<file path="config.mk">
export PLATFORM = sky130hd
export DESIGN_NAME = adc_frame_monitor
export DESIGN_NICKNAME = d
export VERILOG_FILES = /design/src/rtl/adcmon_pkg.sv /design/src/rtl/adcmon_sync.sv /design/src/rtl/adcmon_capture.sv /design/src/rtl/adcmon_classify.sv /design/src/rtl/adc_frame_monitor.sv
export SDC_FILE = /design/constraint.sdc
export NUM_CORES = 1
export LEC_CHECK = 0
export BUFFER_PORTS_ARGS = -buffer_cell sky130_fd_sc_hd__buf_2
export CORE_ASPECT_RATIO = 0.9
export CORE_UTILIZATION = 54
export DETAILED_ROUTE_END_ITERATION = 12
export PLACE_DENSITY = 0.76
export SETUP_SLACK_MARGIN = 0.1
export SKIP_LAST_GASP = 1
export SYNTH_ARGS = -nofsm -noshare
export SYNTH_HDL_FRONTEND = slang
export SYNTH_SLANG_ARGS = --single-unit
</file>
<file path="constraint.sdc">
create_clock -name clk -period 2.3 [get_ports clk]
set_input_delay 0.23 -clock clk [delete_from_list [all_inputs] [get_ports clk]]
set_output_delay 0.23 -clock clk [all_outputs]
set_load 0.05 [all_outputs]
</file>
<file path="src/rtl/adcmon_pkg.sv">
package adcmon_pkg;
  typedef enum logic [1:0] {
    MODE_NORMAL = 2'd0,
    MODE_PWRDN  = 2'd1,
    MODE_PWRUP  = 2'd2
  } adc_mode_e;

  localparam int LINE_CS   = 0;
  localparam int LINE_SCLK = 1;
  localparam int LINE_SDO  = 2;
  localparam int NUM_LINES = 3;
endpackage

</file>
<file path="src/rtl/adcmon_sync.sv">
module adcmon_sync #(
  parameter int              W       = 3,
  parameter logic [W-1:0]    RST_VAL = '0
) (
  input  logic         clk,
  input  logic         rst,
  input  logic [W-1:0] d_in,
  output logic [W-1:0] q_out
);
  generate
    for (genvar i = 0; i < W; i++) begin : g_line
      logic meta_q;
      logic safe_q;
      always_ff @(posedge clk) begin
        if (rst) begin
          meta_q <= RST_VAL[i];
          safe_q <= RST_VAL[i];
        end else begin
          meta_q <= d_in[i];
          safe_q <= meta_q;
        end
      end
      assign q_out[i] = safe_q;
    end
  endgenerate
endmodule

</file>
<file path="src/rtl/adcmon_capture.sv">
module adcmon_capture #(
  parameter int DATA_W = 12,
  parameter int CNT_W  = 5
) (
  input  logic              clk,
  input  logic              rst,
  input  logic              cs_n,
  input  logic              sclk,
  input  logic              sdo,
  output logic              frame_end,
  output logic [CNT_W-1:0]  edge_cnt,
  output logic [DATA_W-1:0] shreg
);
  localparam logic [CNT_W-1:0] CNT_MAX = {CNT_W{1'b1}};

  logic cs_prev;
  logic sclk_prev;
  logic cs_fall;
  logic sclk_rise;

  always_ff @(posedge clk) begin
    if (rst) begin
      cs_prev   <= 1'b1;
      sclk_prev <= 1'b0;
    end else begin
      cs_prev   <= cs_n;
      sclk_prev <= sclk;
    end
  end

  assign frame_end = cs_n & ~cs_prev;
  assign cs_fall   = ~cs_n & cs_prev;
  assign sclk_rise = sclk & ~sclk_prev;

  always_ff @(posedge clk) begin
    if (rst || frame_end || cs_fall) begin
      edge_cnt <= '0;
      shreg    <= '0;
    end else if (!cs_n && sclk_rise) begin
      if (edge_cnt != CNT_MAX) edge_cnt <= edge_cnt + 1'b1;
      shreg <= {shreg[DATA_W-2:0], sdo};
    end
  end

  AST_CNT_SATURATES: assert property (@(posedge clk) disable iff (rst)
    (!cs_n && !cs_fall && sclk_rise && edge_cnt == CNT_MAX) |=> edge_cnt == CNT_MAX);
  AST_CLEARED_AFTER_END: assert property (@(posedge clk) disable iff (rst)
    frame_end |=> (edge_cnt == '0 && shreg == '0));
  AST_IDLE_NO_COUNT: assert property (@(posedge clk) disable iff (rst)
    (cs_n && !frame_end) |=> ($stable(edge_cnt) && $stable(shreg)));
endmodule

</file>
<file path="src/rtl/adcmon_classify.sv">
module adcmon_classify
  import adcmon_pkg::*;
#(
  parameter int DATA_W    = 12,
  parameter int CNT_W     = 5,
  parameter int MIN_CLKS  = 10,
  parameter int FULL_CLKS = 16
) (
  input  logic              clk,
  input  logic              rst,
  input  logic              frame_end,
  input  logic [CNT_W-1:0]  edge_cnt,
  input  logic [DATA_W-1:0] shreg,
  output logic              frame_valid,
  output adc_mode_e         mode,
  output logic              complete,
  output logic              invalid,
  output logic              overlength,
  output logic [DATA_W-1:0] code
);
  localparam logic [CNT_W-1:0]  MIN_C   = CNT_W'(MIN_CLKS);
  localparam logic [CNT_W-1:0]  FULL_C  = CNT_W'(FULL_CLKS);
  localparam logic [DATA_W-1:0] ALL_ONE = {DATA_W{1'b1}};

  logic short_f;
  logic wake_f;

  assign short_f = edge_cnt < MIN_C;
  assign wake_f  = !short_f && (shreg == ALL_ONE);

  always_ff @(posedge clk) begin
    if (rst) begin
      frame_valid <= 1'b0;
      mode        <= MODE_NORMAL;
      complete    <= 1'b0;
      invalid     <= 1'b0;
      overlength  <= 1'b0;
      code        <= '0;
    end else begin
      frame_valid <= frame_end;
      if (frame_end) begin
        code <= shreg;
        if (short_f) begin
          mode       <= MODE_PWRDN;
          invalid    <= 1'b1;
          complete   <= 1'b0;
          overlength <= 1'b0;
        end else if (wake_f) begin
          mode       <= MODE_PWRUP;
          invalid    <= 1'b1;
          complete   <= 1'b0;
          overlength <= 1'b0;
        end else begin
          mode       <= MODE_NORMAL;
          invalid    <= 1'b0;
          complete   <= (edge_cnt == FULL_C);
          overlength <= (edge_cnt > FULL_C);
        end
      end
    end
  end

  AST_PULSE_ONE_CYCLE: assert property (@(posedge clk) disable iff (rst)
    frame_valid |=> !frame_valid);
  AST_SHORT_IS_PWRDN: assert property (@(posedge clk) disable iff (rst)
    (frame_end && edge_cnt < MIN_C) |=> (frame_valid && mode == MODE_PWRDN && invalid));
  AST_ONES_IS_PWRUP: assert property (@(posedge clk) disable iff (rst)
    (frame_end && edge_cnt >= MIN_C && shreg == ALL_ONE) |=> (mode == MODE_PWRUP && invalid));
  AST_COMPLETE_NORMAL: assert property (@(posedge clk) disable iff (rst)
    complete |-> (mode == MODE_NORMAL && !invalid && !overlength));
  AST_RESULTS_HOLD: assert property (@(posedge clk) disable iff (rst)
    !frame_end |=> ($stable(code) && $stable(mode) && $stable(complete) && $stable(invalid)));
endmodule

</file>
<file path="src/rtl/adc_frame_monitor.sv">
module adc_frame_monitor
  import adcmon_pkg::*;
#(
  parameter int DATA_W    = 12,
  parameter int CNT_W     = 5,
  parameter int MIN_CLKS  = 10,
  parameter int FULL_CLKS = 16
) (
  input  logic              clk,
  input  logic              rst,
  input  logic              cs_n_pin,
  input  logic              sclk_pin,
  input  logic              sdo_pin,
  output logic              frame_valid,
  output logic [1:0]        mode,
  output logic              complete,
  output logic              invalid,
  output logic              overlength,
  output logic [DATA_W-1:0] code
);
  localparam logic [NUM_LINES-1:0] SYNC_RST = NUM_LINES'(1) << LINE_CS;

  logic [NUM_LINES-1:0] raw_lines;
  logic [NUM_LINES-1:0] sync_lines;
  logic                 frame_end;
  logic [CNT_W-1:0]     edge_cnt;
  logic [DATA_W-1:0]    shreg;
  adc_mode_e            mode_e;

  always_comb begin
    raw_lines            = '0;
    raw_lines[LINE_CS]   = cs_n_pin;
    raw_lines[LINE_SCLK] = sclk_pin;
    raw_lines[LINE_SDO]  = sdo_pin;
  end

  adcmon_sync #(.W(NUM_LINES), .RST_VAL(SYNC_RST)) u_sync (
    .clk(clk), .rst(rst), .d_in(raw_lines), .q_out(sync_lines)
  );

  adcmon_capture #(.DATA_W(DATA_W), .CNT_W(CNT_W)) u_capture (
    .clk(clk), .rst(rst),
    .cs_n(sync_lines[LINE_CS]), .sclk(sync_lines[LINE_SCLK]), .sdo(sync_lines[LINE_SDO]),
    .frame_end(frame_end), .edge_cnt(edge_cnt), .shreg(shreg)
  );

  adcmon_classify #(
    .DATA_W(DATA_W), .CNT_W(CNT_W), .MIN_CLKS(MIN_CLKS), .FULL_CLKS(FULL_CLKS)
  ) u_classify (
    .clk(clk), .rst(rst), .frame_end(frame_end), .edge_cnt(edge_cnt), .shreg(shreg),
    .frame_valid(frame_valid), .mode(mode_e), .complete(complete),
    .invalid(invalid), .overlength(overlength), .code(code)
  );

  assign mode = mode_e;

  AST_NO_PULSE_WHILE_IDLE_HIGH: assert property (@(posedge clk) disable iff (rst)
    (cs_n_pin && $stable(cs_n_pin) && frame_valid) |-> !$past(frame_valid));
endmodule

</file>
==> results of run 1 <==
[area by class of cell]
type / instances / area share
Timing Repair Buffer: 24 / 0.0718
Tap cell: 40 / 0.0287
Clock buffer: 6 / 0.0237
Sequential cell: 43 / 0.494
Multi-Input combinational cell: 127 / 0.382
[path summary, 6_finish.rpt]
check | from | end | slack [ns] | cells after the start
max | u_capture.edge_cnt[0] | u_capture.edge_cnt[2] | 0.27 | 6
min | cs_n_pin | u_sync.g_line[0].meta_q | 0.06 | 2
max reg2reg | u_capture.edge_cnt[0] | u_capture.edge_cnt[2] | 0.27 | 6
min reg2reg | u_sync.g_line[0].meta_q | u_sync.g_line[0].safe_q | 0.42 | 1
[cell families after synthesis]
family                   share of synthesized area
multiplexers                               0.00633
AO/OA/AOI/OAI                                0.131
AND/OR/NAND/NOR                              0.257
flip-flops                                   0.545
buffers and inverters                       0.0340
XOR/XNOR                                    0.0111
adder cells (fa/ha/maj)                     0.0158
[state kept, by name, indices dropped and copies added (netlist names)]
name                    cells
u_capture.sclk_prev         1
u_classify.invalid          1
u_classify.overlength       1
u_classify.complete         1
u_capture.edge_cnt          5
u_sync.g_line.meta_q        3
u_sync.g_line.safe_q        3
u_capture.shreg            12
u_capture.cs_prev           1
u_classify.frame_valid      1
u_classify.code            12
u_classify.mode             2
[worst max-delay path, delay by kind of cell (launching register included)]
family | cells | cell delay (ns)
and+or+nand+nor | 3 | 0.98
muxes | 1 | 0.14
adders and majority gates | 2 | 0.44
DFF | 1 | 0.36
[report_power, final]
part / internal, mW / switching (mW)
combinational: 0.0129 / 0.0285
clock: 0.109 / 0.218
sequential: 0.752 / 0.00413
[layer usage]
| layer | vias to the layer above | wire length (um) | global-route usage |
|---|---|---|---|
| li1 | 649 | - | - |
| met1 | 619 | 1370 | 0.247 |
| met2 | 33 | 1460 | 0.377 |
| met3 | 5 | 159 | 0.0733 |
| met4 | 0 | 35 | 0.0714 |
| met5 | - | 0 | 0 |
[cells in the mapped netlist (2+ instances only)]
master	number	area share
nand4_1	3	0.012
xnor2_1	2	0.011
nand2_1	52	0.12
nor2b_1	6	0.024
or2_2	3	0.012
o21ai_0	3	0.0095
a21oi_1	28	0.089
dfxtp_1	43	0.54
nand3b_1	2	0.0095
clkbuf_1	10	0.024
nor3b_1	2	0.0095
nand2b_1	3	0.012
nor2_1	4	0.0095
o31ai_1	2	0.0095
ha_1	2	0.016
[through the flow]
step	area, um^2	setup WS [ns]	cells
3_5_place_dp	1700	0.314	234
4_1_cts	1740	0.300	240
6_report	1740	0.265	240
5_1_grt	1740	0.137	240
2_1_floorplan	1580	0.504	182
3_3_place_gp	1700	0.435	234
[layout by cell type (no fill, tap or decap), types with 2 or more instances in the layout]
cell / netlist / final
nand2b_1: 3 / 3
dfxtp_1: 43 / 43
nor2_1: 4 / 4
a21oi_1: 28 / 28
clkbuf_4: 0 / 5
o21ai_0: 3 / 3
nor3b_1: 2 / 2
buf_4: 0 / 2
nor2b_1: 6 / 6
nand4_1: 3 / 3
o31ai_1: 2 / 2
ha_1: 2 / 2
or2_2: 3 / 3
nand3b_1: 2 / 2
buf_2: 0 / 22
xnor2_1: 2 / 2
nand2_1: 52 / 52
==> impl_results.md, run 1 <==
- Tot GR Track Use: 0.216
- Routed vias/inst: ~5.4
- Synth cell types: 32
- H-Tree Level Count: 2
- Critical-path cell list: ha_1, and3_1, ha_1, nor4b_1, nand2_1, mux2i_1
- Routed length per instance: between 10 and 15 um
- Register area share after synthesis: 0.545
- Endpoints failing setup: 0
- Final net count: around 210
- Setup TNS Final: 0 ns
- Synth Net Count: 189
- Worst Setup Start Kind: register
- Total power: between 1 and 1.5 mW
- Crit path DAT: 2.28 ns
- Worst-Margin Slew: 0.762 ns
- Kind of end point of the critical path: register
- Mapped Cells: 182
- DRT iter0 DRCs: between 60 and 70
- Buffer count from post-CTS setup fixing: 0
- Final Hold Fails: 0
- Die X: a little under 60 um
- CP most frequent cell: ha_1
- WP data required: 2.55 ns
- Fillers: between 200 and 300
- Crit path time final: 2.03 ns
- Max incr delay on CP: 0.66 ns
- Dpl hpwl: about 2100 um
- Status: finished clean
- Dominant synthesized flop cell: dfxtp_1
- Final WL: between 3000 and 4000 um
- Vias: 1,306
- Slowest CP cell: nor4b_1
- Routability cong.: ~0.79
- RSZ-0062 raised after global routing: no
- Clk buf depth: 2
- Slew Viols, Final: 0
- Vias in the first global route: roughly 1,200
- YS warnings: 0
- Layout cells sized above 1: 0.170
- Cts repair resizes: 0
- Pleak: about 0.65 nW
- IO Port Bufs: 22
- Pin count of the biggest net entering global routing: 30
- Clk Latency, worst-skew pair: ~0.35 ns
- DRC violations left: 0
- Clk sink count: 43
- Root Buffer: clkbuf_4
- First-pass GRT wire length: 4930 um
- Slew margin rel.: 0.485
- Critical path class: register to register
- I/O pins: 23
- Max_cap viols: 0
- Core area: 2770 um^2
- FP Rows: 18
- Ys async rst share: 0
- Hold Slack: roughly 0.058 ns
- P&R area growth vs syn: 10.3%
- #FFs+latches synth: 43
- HP Class: primary input to register
- Initial core utilization: 0.570
- Pre-Repair DR Iteration Count: 4
- Setup Skew: around 0.0053 ns
- Max rail drop VDD: 364 uV
- Antenna Violating Nets Remaining: 0
- Worst-path clk slew: approximately 0.11 ns
- Fin crit share: 0.885
- Syn avg cell area: 8.68 um^2
- Grt ovf: 0
- Cell Area, Synth: 1580 um^2
- Initial antenna violation count: 0
- Storage element area: 861 um^2
- Fmax: 491 MHz
- Crit path max fanout: 5
- Pwr dens: 645 nW/um^2
- Fin util: 0.629
- DIE HEIGHT: 53.3 um
- Post-synth EDFFs: 0
- Hold_buf cts: 0
- Number of buffers created by CTS: 5
- Ant. Diodes: 0
- Total die area: 3150 um^2
- Multi-input gate area: 666 um^2
- CTS tree: done
Power figures use the tool's default switching activity.
==> run 2, diff against run 1 <==
--- a/config.mk
+++ b/config.mk
@@ -9,6 +9,7 @@
 export CORE_ASPECT_RATIO = 0.9
 export CORE_UTILIZATION = 54
 export DETAILED_ROUTE_END_ITERATION = 12
+export GPL_TIMING_DRIVEN = 0
 export PLACE_DENSITY = 0.76
 export SETUP_SLACK_MARGIN = 0.1
 export SKIP_LAST_GASP = 1
==> impl_results.md, run 2 (same netlist as run 1, synthesis figures left out) <==
- Status: finished clean (unchanged)
- Initial core utilization: 0.570 (unchanged)
- Hold Path Stages: 2 (unchanged)
- Reg-to-reg slack, setup: 0.47 ns (was 0.27 ns)
- Hold Slack: 0.0560 ns (was 0.0584 ns)
- Setup ws final: 0.468 ns (was 0.265 ns)
- P&R area growth vs syn: 14.9% (was 10.3%)
- Storage element area: 861 um^2 (unchanged)
- Worst reg2reg startpoint: u_capture.edge_cnt[0] (unchanged)
- Pre-Repair DR Iteration Count: 4 (unchanged)
- IO Port Bufs: 22 (unchanged)
- Vias in the first global route: 1,094 (was 1,165)
- Fillers: 253 (was 264)
- Clk network pwr share: 0.335 (was 0.291)
- Number of buffers created by CTS: 5 (unchanged)
- Worst Reg-to-Reg Cells: 6 (unchanged)
- Routability cong.: 0.763 (was 0.790)
- Final WL: 2990 um (was 3030 um)
- R2r endpoint: u_capture.edge_cnt[2] (unchanged)
- FP Rows: 18 (unchanged)
- Max_cap viols: 0 (unchanged)
- Hold EP: u_sync.g_line[0].meta_q (unchanged)
- Routed vias/inst: 5.18 (was 5.44)
- Commonest non-fill, non-tap cell in the layout: nand2_1 (unchanged)
- Sequential share of power: 0.625 (was 0.672)
- Worst-path clk slew: 0.11 ns (about the same)
- DIE HEIGHT: 53.3 um (unchanged)
- Layout cells sized above 1: 0.175 (was 0.170)
- Initial antenna violation count: 0 (unchanged)
- Worst-Margin Slew: 0.453 ns (was 0.762 ns)
- I/O pins: 23 (unchanged)
- Max rail drop VDD: 382 uV (was 364 uV)
- Slew Viols, Final: 0 (unchanged)
- Worst Setup Start Kind: register (unchanged)
- HP Class: primary input to register (unchanged)
- Hold_sp: cs_n_pin (unchanged)
- Crit path max fanout: 5 (unchanged)
- Sw power: 0.259 mW (was 0.251 mW)
- Clk buf depth: 2 (unchanged)
- Pleak: 0.674 nW (was 0.649 nW)
- Die X: 59.0 um (unchanged)
- Tot GR Track Use: 0.222 (was 0.216)
- Grt ovf: 0 (unchanged)
- DRC violations left: 0 (unchanged)
- Fin util: 0.655 (was 0.629)
- CTS tree: done (unchanged)
- Total power: 1.21 mW (was 1.12 mW)
- Crit path time final: 1.83 ns (was 2.03 ns)
- Antenna Violating Nets Remaining: 0 (unchanged)
- Biggest regs: u_capture.shreg: 12 flops, u_classify.code: 12 flops, u_capture.edge_cnt: 5 flops (unchanged)
- Crit path DAT: 2.08 ns (was 2.28 ns)
- Dpl cell area: 1740 um^2 (was 1700 um^2)
- WP data required: 2.55 ns (about the same)
- Ant. Diodes: 0 (unchanged)
- First-pass GRT wire length: 4930 um (about the same)
- Placed cells: 244 (was 234)
- Setup TNS Final: 0 ns (unchanged)
- Design Area, Final: 1820 um^2 (was 1740 um^2)
- Combinational Power Share: 0.040 (was 0.037)
- Pwr dens: 665 nW/um^2 (was 645 nW/um^2)
- Cell-internal power: 0.948 mW (was 0.874 mW)
- DP Worst Slack: 0.229 ns (was 0.314 ns)
- RSZ-0062 raised after global routing: no (unchanged)
- Fmax: 546 MHz (was 491 MHz)
- Most frequent cells in the layout: nand2_1 (52), dfxtp_1 (43), a21oi_1 (28) (unchanged)
- Fin crit share: 0.797 (was 0.885)
- Non-filler cells, final: 252 (was 240)
- Vias: 1,305 (was 1,306)
- Core area: 2770 um^2 (unchanged)
- Root Buffer: clkbuf_4 (unchanged)
- Clk Latency, worst-skew pair: 0.35 ns (about the same)
- Critical path class: register to register (unchanged)
- Slew margin rel.: 0.695 (was 0.485)
- Dpl hpwl: 2230 um (was 2100 um)
- H-Tree Level Count: 2 (unchanged)
- Multi-input gate area: 672 um^2 (was 666 um^2)
- Setup Skew: 0.0105 ns (was 0.00532 ns)
- Routed length per instance: 11.9 um (was 12.6 um)
- DRT iter0 DRCs: 44 (was 64)
- Pin count of the biggest net entering global routing: 13 (was 30)
- Sw Ratio: 0.215 (was 0.223)
- Final Hold Fails: 0 (unchanged)
- Buffer count from post-CTS setup fixing: 0 (unchanged)
- Kind of end point of the critical path: register (unchanged)
- Endpoints failing setup: 0 (unchanged)
- Clk sink count: 43 (unchanged)
- Total die area: 3150 um^2 (unchanged)
- Final net count: 218 (was 208)
## run 2: cell count changes in the layout (fill, tap and decap cells not counted)
cell,previous run,this run
nor4b_2,0,1
clkbuf_2,0,1
clkbuf_8,0,2
nor4b_1,1,0
clkbuf_1,1,11
buf_4,2,0
buf_6,0,1
## run 2: repair_timing
action,in CTS,in global routing
hold buffers,0,0
endpoints found under the setup margin,0,2
resized for setup,0,1
## run 2: area by class of cell
cell class	instances	share of cell area
Sequential cell	43	0.474
Multi-Input combinational cell	127	0.370
Timing Repair Buffer	22	0.0606
Clock buffer	8	0.0379
Buffer	12	0.0296
Tap cell	40	0.0276
## run 2: worst max-delay path, cell delays in order (launching register included)
cell	delay [ns]
dfxtp_1	0.36
ha_1	0.23
and3_1	0.19
ha_1	0.24
nor4b_2	0.43
nand2_1	0.15
mux2i_1	0.14
## run 2: worst max-delay path by stage
stage	from	endpoint	slack, ns	cells past startpoint
6_report	u_capture.edge_cnt[0]	u_capture.edge_cnt[2]	0.47	6
4_1_cts	u_capture.edge_cnt[0]	u_capture.edge_cnt[2]	0.20	6
5_1_grt	u_capture.edge_cnt[0]	u_capture.edge_cnt[2]	0.31	6
2_1_floorplan	u_capture.edge_cnt[0]	u_capture.edge_cnt[2]	0.50	6
3_3_place_gp	u_capture.edge_cnt[0]	u_capture.edge_cnt[2]	0.29	6
3_5_place_dp	u_capture.edge_cnt[0]	u_capture.edge_cnt[2]	0.23	6
## run 2: metal layers
| metal | up-vias | global-route usage | share of wire |
|---|---|---|---|
| met5 | - | 0 | 0 |
| met3 | 8 | 0.0513 | 0.041 |
| met1 | 595 | 0.304 | 0.51 |
| met4 | 0 | 0.119 | 0.022 |
| met2 | 31 | 0.320 | 0.43 |
| li1 | 671 | - | - |
## run 2: power by group through the flow
stage,clock [mW],sequential [mW],combinational [mW]
final,0.404,0.755,0.0484
after global routing,0.449,0.756,0.0535
after CTS,0.414,0.755,0.0481
after detailed placement,0,0.772,0.0481
after global placement,0,0.772,0.0473
after floorplan,0,0.776,0.0299
